<file path="src/rtl/rpwm_pkg.sv">
package rpwm_pkg;

  // Feedback mask for a shift-left Fibonacci register: bit k-1 set for term x^k.
  function automatic logic [31:0] tap_mask(input int unsigned width);
    logic [31:0] m;
    case (width)
      3:       m = 32'h0000_0006;
      4:       m = 32'h0000_000C;
      5:       m = 32'h0000_0014;
      6:       m = 32'h0000_0030;
      7:       m = 32'h0000_0060;
      8:       m = 32'h0000_00B8;
      9:       m = 32'h0000_0110;
      10:      m = 32'h0000_0240;
      11:      m = 32'h0000_0500;
      12:      m = 32'h0000_0E08;
      13:      m = 32'h0000_1C80;
      14:      m = 32'h0000_3802;
      15:      m = 32'h0000_6000;
      16:      m = 32'h0000_D008;
      default: m = 32'h0000_00B8;
    endcase
    return m;
  endfunction

  // Number of distinct nonzero states visited per sequence.
  function automatic int unsigned seq_len(input int unsigned width);
    return (32'd1 << width) - 32'd1;
  endfunction

  // Start value with the forbidden all-zero state replaced by 1.
  function automatic logic [31:0] legal_seed(input int unsigned width,
                                             input logic [31:0] seed);
    logic [31:0] kept;
    kept = seed & ((32'd1 << width) - 32'd1);
    return (kept == 32'd0) ? 32'd1 : kept;
  endfunction

  // A step is high when the state, counted from 1, does not exceed the duty word.
  function automatic logic duty_hit(input logic [31:0] state,
                                    input logic [31:0] duty);
    return state <= duty;
  endfunction

endpackage

</file>
<file path="src/rtl/rpwm_lfsr.sv">
module rpwm_lfsr #(
  parameter int unsigned WIDTH = 8,
  parameter logic [31:0] SEED  = 32'd1
) (
  input  logic             clk,
  input  logic             rst,
  input  logic             advance,
  output logic [WIDTH-1:0] state,
  output logic             at_start
);
  localparam logic [WIDTH-1:0] MASK  = WIDTH'(rpwm_pkg::tap_mask(WIDTH));
  localparam logic [WIDTH-1:0] START = WIDTH'(rpwm_pkg::legal_seed(WIDTH, SEED));

  logic             feedback;
  logic [WIDTH-1:0] next_state;

  always_comb begin
    feedback   = ^(state & MASK);
    next_state = {state[WIDTH-2:0], feedback};
  end

  always_ff @(posedge clk) begin
    if (rst)          state <= START;
    else if (advance) state <= next_state;
  end

  assign at_start = (state == START);
endmodule

</file>
<file path="src/rtl/rpwm_duty_hold.sv">
module rpwm_duty_hold #(
  parameter int unsigned WIDTH = 8
) (
  input  logic             clk,
  input  logic             rst,
  input  logic             capture,
  input  logic [WIDTH-1:0] duty_in,
  output logic [WIDTH-1:0] duty_held,
  output logic [WIDTH-1:0] duty_live
);
  always_ff @(posedge clk) begin
    if (rst)          duty_held <= '0;
    else if (capture) duty_held <= duty_in;
  end

  // The opening step of a sequence already compares against the new word.
  assign duty_live = capture ? duty_in : duty_held;
endmodule

</file>
<file path="src/rtl/rpwm_cmp.sv">
module rpwm_cmp #(
  parameter int unsigned WIDTH = 8
) (
  input  logic             clk,
  input  logic             rst,
  input  logic             advance,
  input  logic [WIDTH-1:0] state,
  input  logic [WIDTH-1:0] duty,
  output logic             pulse
);
  logic hit;

  assign hit = rpwm_pkg::duty_hit(32'(state), 32'(duty));

  always_ff @(posedge clk) begin
    if (rst) pulse <= 1'b0;
    else     pulse <= advance & hit;
  end
endmodule

</file>
<file path="src/rtl/rand_pwm.sv">
module rand_pwm #(
  parameter int unsigned WIDTH = 8,
  parameter logic [31:0] SEED  = 32'd1
) (
  input  logic             clk,
  input  logic             rst,
  input  logic             enable,
  input  logic [WIDTH-1:0] duty_w,
  output logic             pulse_out
);
  logic [WIDTH-1:0] lfsr_state;
  logic             seq_start;
  logic             take_duty;
  logic [WIDTH-1:0] duty_held;
  logic [WIDTH-1:0] duty_live;

  assign take_duty = enable & seq_start;

  rpwm_lfsr #(.WIDTH(WIDTH), .SEED(SEED)) u_lfsr (
    .clk      (clk),
    .rst      (rst),
    .advance  (enable),
    .state    (lfsr_state),
    .at_start (seq_start)
  );

  rpwm_duty_hold #(.WIDTH(WIDTH)) u_hold (
    .clk       (clk),
    .rst       (rst),
    .capture   (take_duty),
    .duty_in   (duty_w),
    .duty_held (duty_held),
    .duty_live (duty_live)
  );

  rpwm_cmp #(.WIDTH(WIDTH)) u_cmp (
    .clk     (clk),
    .rst     (rst),
    .advance (enable),
    .state   (lfsr_state),
    .duty    (duty_live),
    .pulse   (pulse_out)
  );
endmodule

</file>
<file path="config.mk">
export PLATFORM = sky130hd
export DESIGN_NAME = rand_pwm
export DESIGN_NICKNAME = d
export VERILOG_FILES = /design/src/rtl/rpwm_pkg.sv /design/src/rtl/rpwm_lfsr.sv /design/src/rtl/rpwm_duty_hold.sv /design/src/rtl/rpwm_cmp.sv /design/src/rtl/rand_pwm.sv
export SDC_FILE = /design/constraint.sdc
export NUM_CORES = 1
export LEC_CHECK = 0
export BUFFER_PORTS_ARGS = -buffer_cell sky130_fd_sc_hd__buf_2
export CAP_MARGIN = 10
export CELL_PAD_IN_SITES_DETAIL_PLACEMENT = 1
export CELL_PAD_IN_SITES_GLOBAL_PLACEMENT = 1
export CORE_MARGIN = 10
export CORE_UTILIZATION = 42
export CTS_CLUSTER_DIAMETER = 40
export DETAILED_ROUTE_END_ITERATION = 7
export GPL_ROUTABILITY_DRIVEN = 0
export PLACE_DENSITY_LB_ADDON = 0.05
export SLEW_MARGIN = 0
export SYNTH_ARGS = -nofsm -noshare
export SYNTH_HDL_FRONTEND = slang
export SYNTH_SLANG_ARGS = --single-unit
export TNS_END_PERCENT = 100
</file>
<file path="constraint.sdc">
create_clock -name clk -period 2.6 [get_ports clk]
set_input_delay 0.26 -clock clk [delete_from_list [all_inputs] [get_ports clk]]
set_output_delay 0.26 -clock clk [all_outputs]
set_load 0.1 [all_outputs]
</file>
### After elaboration in Yosys (flattened, before gate mapping)

Index checks and enable logic that the tools add are counted.

* register bits: 17
* output and inout bits: 1

* bitwise gates (word level): 2
* reductions and logical operators: 1
* equal/unequal tests: 1
* $lt $le $gt $ge: 1
* mux-type cells: 1

Operators with widths (count)
* 8-bit by 1-bit equality test with 1-bit output, second input constant: 1
* 8-bit less-or-equal comparator: 1
* 8-bit 2-to-1 mux: 1
* 8-bit parity: 1
* 1-bit bitwise AND: 2

### Depth between registers and ports, before layout

Gate-level depths: netlist of the first run.

* depth in word-level cells: 5
* depth in mapped cells: 10
* depth with buffers taken out: 10

### Hierarchy

From an unflattened synthesis of the first run, not the netlist that was laid out.

* cell total of the unflattened synthesis: 88
* area total of the unflattened synthesis: 919.6 µm²

By module, submodules not included
* rpwm_lfsr: instances 1, sequential area each 160.2 µm², area an instance 342.8 µm², cells an instance 33
* rpwm_duty_hold: instances 1, sequential area each 160.2 µm², area an instance 341.6 µm², cells an instance 25
* rpwm_cmp: instances 1, sequential area each 20.0 µm², area an instance 229.0 µm², cells an instance 29
* rand_pwm: instances 1, sequential area each 0.0 µm², area an instance 6.3 µm², cells an instance 1

### Worst setup path after synthesis of the first run

Ideal clock, no wire load.

* kind: register -> register
* from: register u_lfsr.state[4]
* to: register u_cmp.pulse
* data arrival time: 2129 ps
* path slack: 384 ps
* cell stages (with the launch flop): 10
* buffers on the path: 0
* cells stage by stage: dfxtp_1 -> inv_1 -> ha_1 -> nor4b_4 -> nand4_4 -> mux2_4 -> ha_1 -> nand4_1 -> or4b_1 -> o31ai_1

* word-level cells in the longest chain between the ends: 5

RTL lines
* from (decl): line rpwm_lfsr.sv:8 `output logic [WIDTH-1:0] state,`
* from (signal assigned): line rpwm_lfsr.sv:24 `else if (advance) state <= next_state;`
* 8-bit by 1-bit equality test with 1-bit output: line rpwm_lfsr.sv:27 `assign at_start = (state == START);`
* 1-bit bitwise AND: line rand_pwm.sv:17 `assign take_duty = enable & seq_start;`
* 8-bit 2-to-1 mux: line rpwm_duty_hold.sv:17 `assign duty_live = capture ? duty_in : duty_held;`
* net duty_live[0]: line rand_pwm.sv:15 `logic [WIDTH-1:0] duty_live;`
* 8-bit less-or-equal comparator: line rpwm_pkg.sv:42 `return state <= duty;`
* 1-bit bitwise AND: line rpwm_cmp.sv:17 `else pulse <= advance & hit;`
* to (signal assigned): line rpwm_cmp.sv:17
* to (decl): line rpwm_cmp.sv:9 `output logic pulse`

The timed path passes the listed nets, and every way through them passes these cells.
A chain may end at the register's enable or synchronous reset.

### Worst setup path in the final report of the first run

* from: register u_lfsr.state[5]
* to: register u_cmp.pulse

The elaborated chain is that of the path after synthesis.

==> results.toml, run 1 <==
[status]
status = "finished, final reports clean"

[logic_synthesis]
syn_nets = 102
synth.avg_cell_area_um2 = 10.47
seq_area_frac_synth = 0.3965
syn_inst = 82
synth_area_um2 = 858.3
synth_warnings = 0
ys_types = 23
ys_ff_latch = 17

[sta]
maxSlewHeadroom = 0.6776
hold_viol_final = 0
fin_crit_sh = 0.9186
clock_skew_ns = 0.008260
maxSlewViolCount = 0
tightest_slew_ns = 0.4869
setup_viol = 0
period_needed_ns = 2.388
tns_ns = 0
grt_setup_unrepaired = "false"
timing.fmax_mhz = 418.7

[final_layout]
fin_util = 0.4904
layout-drive-gt1-share = 0.2128
nets = 115
syn2layout_area_growth_pct = 12.10
final_cells = 121
final_cell_area_um2 = 962.2
insertedDiodeCount = 0

[detailed_routing]
met2WireLength_um = 779
wire_per_inst_um = 14.50
vias = 634
top_layer = "met4"
detail-route-antenna-nets = 0
drtIter0Drc = 15
dr.pass1.iters = 3
wl_met1_um = 846
wl_met3_um = 103
viasPerCell = 5.240
wl_um = 1754
route.detailed.drc = 0

[placed_design]
post_dp_cell_area_um2 = 934.6
place.port_buffers = 11
placed_cells = 117
hpwl_um = 1317

[global_route]
grt_pass1_vias = 663
grtUsageTotal = 0.08627
grt_antenna_before_repair = 0
grt_pass1_wl_um = 2939
grt_start_max_net_pins = 19
grt_overflow_total = 0

[clock_network]
cts.sinks = 17
clkTransAtPathRegs_ns = 0.11
clk_latency_ns = 0.30
cts_hold_buf = 0
h-tree-depth = 1
clockRootBuffer = "clkbuf_4"
cts_tree = "done"
cts_inserted_buffers = 3
cts_setup_buffers = 0
cts_max_path_buffers = 2
cts-resized-gates = 0

[power_and_ir_drop]
peakVddDrop_mv = 0.3531
power_uw = 541.8
switching_share = 0.3004
power_frac_seq = 0.522
p_int_uw = 379.0
power_leakage_uw = 0.0004712
switchingPower_uw = 162.8
powerDensity_nw_per_um2 = 563.1
clockPowerShare = 0.276
p_comb_frac = 0.202

[floorplan]
rows = 16
die_area_um2 = 4252
start_util = 0.4375
die_x_um = 65.21
die_h_um = 65.21
core-area_um2 = 1962
ios = 12

[setup_path]
required_ns = 2.83
cp.arrival_ns = 2.62
critPathKind = "register to register"
worstSetupEndpointType = "register"
crit_fanout = 8
start_kind = "register"

[worst_hold_path]
min_path_type = "input pin to register"

[flow_run]
cap_violations = 0
sequential cells by signal (all words and copies together) (netlist names):
signal and cells:
u_lfsr.state 8, u_cmp.pulse 1, u_hold.duty_held 8
cell usage in the layout, fill, tap and decap left out, types with 2 or more instances in the layout:
cell type and count:
mux2i_1 14, buf_2 11, clkbuf_4 3, a21oi_1 3, nor2_1 17, ha_1 9
dfxtp_1 17, nand4_1 2, inv_1 3
worst max-delay path, stage by stage (launching register included):
cell and delay, ns:
dfxtp_1 0.36, inv_1 0.06, ha_1 0.13, nor4b_4 0.23, nand4_4 0.25, mux2_4 0.37, ha_1 0.28, nand4_1 0.08
or4b_1 0.47, o31ai_1 0.08
kinds of logic after synthesis:
kind of cell / count (synthesis) / share of synthesized area
compound gates: 7 / 0.04956
flops: 17 / 0.3965
fa+ha+maj: 9 / 0.1312
xor+xnor: 2 / 0.02041
mux: 15 / 0.1807
buf+inv: 6 / 0.02769
simple gates: 26 / 0.1939
worst paths after layout:
path / startpoint / endpoint / slack [ns] / cells after the start
max: u_lfsr.state[5]$_SDFFE_PP0P_ / u_cmp.pulse$_SDFF_PP0_ / 0.21 / 9
min: duty_w[1] / u_hold.duty_held[1]$_SDFF_PP0_ / 0.21 / 3
max reg2reg: u_lfsr.state[5]$_SDFFE_PP0P_ / u_cmp.pulse$_SDFF_PP0_ / 0.21 / 9
min reg2reg: u_hold.duty_held[1]$_SDFF_PP0_ / u_hold.duty_held[1]$_SDFF_PP0_ / 0.51 / 2
through the flow:
step / hold slack, ns / setup WS (ns)
after floorplan: 0.4288 / 0.3844
after global placement: 0.4837 / 0.2381
after detailed placement: 0.4889 / 0.2198
after CTS: 0.2040 / 0.1931
after global routing: 0.2213 / 0.04101
final: 0.2094 / 0.2117
area by class of cell:
type / count / area [um2]
Timing Repair Buffer: 11 / 55.05
Clock buffer: 3 / 22.52
Fill cell: 251 / 999.7
Clock inverter: 1 / 5.005
Inverter: 3 / 11.26
Multi-Input combinational cell: 59 / 494.2
Tap cell: 27 / 33.78
Sequential cell: 17 / 340.3
metal layers:
metal,global-route usage,vias up
met5,0,-
met4,0.03209,0
met3,0.03390,2
met2,0.1293,11
met1,0.1083,312
li1,-,309
power by group through the flow:
stage / Sequential [uW] / Combinational (uW) / Clock (uW)
6_report: 283 / 109 / 150
5_1_grt: 285 / 122 / 165
4_1_cts: 283 / 111 / 156
3_5_place_dp: 289 / 110 / 0
3_3_place_gp: 289 / 106 / 0
2_1_floorplan: 300 / 71.6 / 0
cell usage after synthesis (all sizes together):
| library cell | number | area share |
|---|---|---|
| nor2 | 17 | 0.074 |
| or2 | 1 | 0.0073 |
| o31ai | 1 | 0.0087 |
| nand4 | 3 | 0.039 |
| o211ai | 1 | 0.0087 |
| o21ai | 1 | 0.0058 |
| dfxtp | 17 | 0.40 |
| xnor2 | 1 | 0.010 |
| or4b | 1 | 0.012 |
| inv | 3 | 0.013 |
| ha | 9 | 0.13 |
| or3b | 1 | 0.010 |
| a211oi | 1 | 0.0087 |
| nor2b | 2 | 0.023 |
| mux2i | 14 | 0.16 |
| nor4b | 1 | 0.028 |
| xor2 | 1 | 0.010 |
| a21oi | 3 | 0.017 |
| mux2 | 1 | 0.017 |
| clkbuf | 2 | 0.0087 |
| buf | 1 | 0.0058 |
(Power assumes the default switching activity.)
==> inputs of run 2 (changes only) <==
Settings changed: CORE_UTILIZATION 42 to 38, RECOVER_POWER set to 100.
Clock period 2.6 ns to 1.9 ns, I/O delays scaled along.
==> run 2 against run 1 <==
Compared with the run above: the run now ends with negative setup slack left; hold slack worse by 0.030 ns; wire length up 6.8%; final cell count increased by 13%; via count grew 4.3%; combinational power is 79% higher; non-clock buffer count grew 15; largest cell class unchanged; largest power group unchanged.
==> results.toml, run 2 (synthesized netlist as in run 1, its figures left out) <==
[status]
status = "complete, but fails checks"
violations = "negative setup slack"

[clock_network]
cts_tree = "done"
cts_inserted_buffers = 3
clk_latency_ns = 0.28
clockRootBuffer = "clkbuf_4"
cts.sinks = 17
clkTransAtPathRegs_ns = 0.11
cts_max_path_buffers = 2
h-tree-depth = 1
cts_setup_buffers = 0

[sta]
timing.final.ws_setup_ns = -0.4707
timing.fmax_mhz = 421.8
maxSlewViolCount = 0
clock_skew_ns = 0.01073
period_needed_ns = 2.371
grt_setup_unrepaired = "true"
tightest_slew_ns = 0.5485
hold_viol_final = 0
fin_crit_sh = 1.248
setup_viol = 1
maxSlewHeadroom = 0.6359

[final_layout]
syn2layout_area_growth_pct = 29.15
nets = 130
reg.largest.list = "u_hold.duty_held (8), u_lfsr.state (8), u_cmp.pulse (1)"
final_cell_area_um2 = 1109
final_cell_mix = "nor2_1, dfxtp_1, mux2i_1"
insertedDiodeCount = 0
fillers = 256
layout-drive-gt1-share = 0.3394
final_common_cell = "nor2_1"
final_cells = 137
fin_util = 0.5060

[floorplan]
die_x_um = 67.53
rows = 17
start_util = 0.3918
die_h_um = 67.53
core-area_um2 = 2191
die_area_um2 = 4560
ios = 12

[global_route]
grt_pass1_vias = 681
grt_pass1_wl_um = 3139
grt_start_max_net_pins = 19
grtUsageTotal = 0.08781
grt_overflow_total = 0
grt_antenna_before_repair = 0

[setup_path]
critPathKind = "register to register"
worstSetupEndpointType = "register"
critPathSlowestCell = "or4b_1"
cp_cell_sequence = "inv_1 -> ha_1 -> nor4b_4 -> nand4_4 -> buf_6 -> mux2i_4 -> ha_4 -> nand4_1 -> or4b_1 -> o31ai_1"
required_ns = 2.09
crit_family = "simple AND/OR/NAND/NOR gates"
crit_fanout = 8
r2r_slack_ns = -0.47
worst-path-buf-inv = 2
start_kind = "register"
cp.arrival_ns = 2.56
cpPeakStageDelay_ns = 0.47

[flow_run]
cap_violations = 0

[detailed_routing]
viasPerCell = 4.825
wire_per_inst_um = 13.67
route.detailed.drc = 0
dr.pass1.iters = 3
detail-route-antenna-nets = 0
drtIter0Drc = 15
vias = 661
wl_um = 1873

[placed_design]
place.port_buffers = 11
pre_cts_ws_ns = -0.4376
post_dp_cell_area_um2 = 1050
placed_cells = 133
hpwl_um = 1455

[worst_hold_path]
min_path_type = "input pin to register"

[power_and_ir_drop]
powerDensity_nw_per_um2 = 693.3
peakVddDrop_mv = 0.3963
power_leakage_uw = 0.0005309
## run 2: changes by cell type in the layout (fill, tap and decap cells not counted)
cell,previous run,this run
buf_2,11,10
buf_4,0,11
buf_6,0,1
clkbuf_1,0,3
clkbuf_2,0,1
dfxtp_1,17,15
dfxtp_2,0,2
ha_1,9,7
ha_4,0,2
mux2i_1,14,13
mux2i_4,0,1
## run 2: path summary, 6_finish.rpt
| kind | to | from | depth (start not counted) |
|---|---|---|---|
| hold reg to reg | u_hold.duty_held[2]$_SDFF_PP0_ | u_hold.duty_held[2]$_SDFF_PP0_ | 2 |
| hold / removal | u_hold.duty_held[7]$_SDFF_PP0_ | duty_w[7] | 3 |
| setup reg to reg | u_cmp.pulse$_SDFF_PP0_ | u_lfsr.state[4]$_SDFFE_PP0P_ | 10 |
| setup / recovery | u_cmp.pulse$_SDFF_PP0_ | u_lfsr.state[4]$_SDFFE_PP0P_ | 10 |
## run 2: what timing repair did
action,4_1_cts,5_1_grt
hold buffers,0,0
cloned,0,0
endpoints found under the hold margin,0,0
gates resized for setup,3,3
pin swaps,0,1
endpoints found under the setup margin,1,1
## run 2: tightest hold or removal path, stage by stage
cell and delay [ns]:
buf_2 0.07, mux2i_1 0.07, nor2_1 0.08
## run 2: power by group
| part | internal, uW | leakage, uW | switching [uW] |
|---|---|---|---|
| logic | 96.7 | 0.000373 | 98.0 |
| registers | 375 | 0.000140 | 9.54 |
| clock network | 77.9 | 0.0000177 | 111 |
## run 2: final cells by class
class	instances	area (um2)	area share
Clock inverter	1	5.005	0.004515
Inverter	3	11.26	0.01016
Tap cell	28	35.03	0.03160
Sequential cell	17	342.8	0.3093
Timing Repair Buffer	26	160.2	0.1445
Clock buffer	3	22.52	0.02032
Multi-Input combinational cell	59	531.8	0.4797
## run 2: layer usage
metal | routed length, um | share of wire | vias up | global-route usage
li1 | - | - | 343 | -
met1 | 828 | 0.44 | 311 | 0.1009
met2 | 973 | 0.52 | 5 | 0.1549
met3 | 56 | 0.030 | 2 | 0.02479
met4 | 14 | 0.0075 | 0 | 0.02308
met5 | 0 | 0 | - | 0
## run 2: metrics by stage
stage          setup TNS, ns  power (uW)  hold slack (ns)
2_1_floorplan        -0.3007       508.7           0.3588
3_3_place_gp         -0.4052       572.1           0.4539
3_5_place_dp         -0.4376       576.6           0.4673
4_1_cts              -0.4634       776.3           0.1716
5_1_grt              -0.5865       827.5           0.1847
6_report             -0.4707       768.6           0.1791
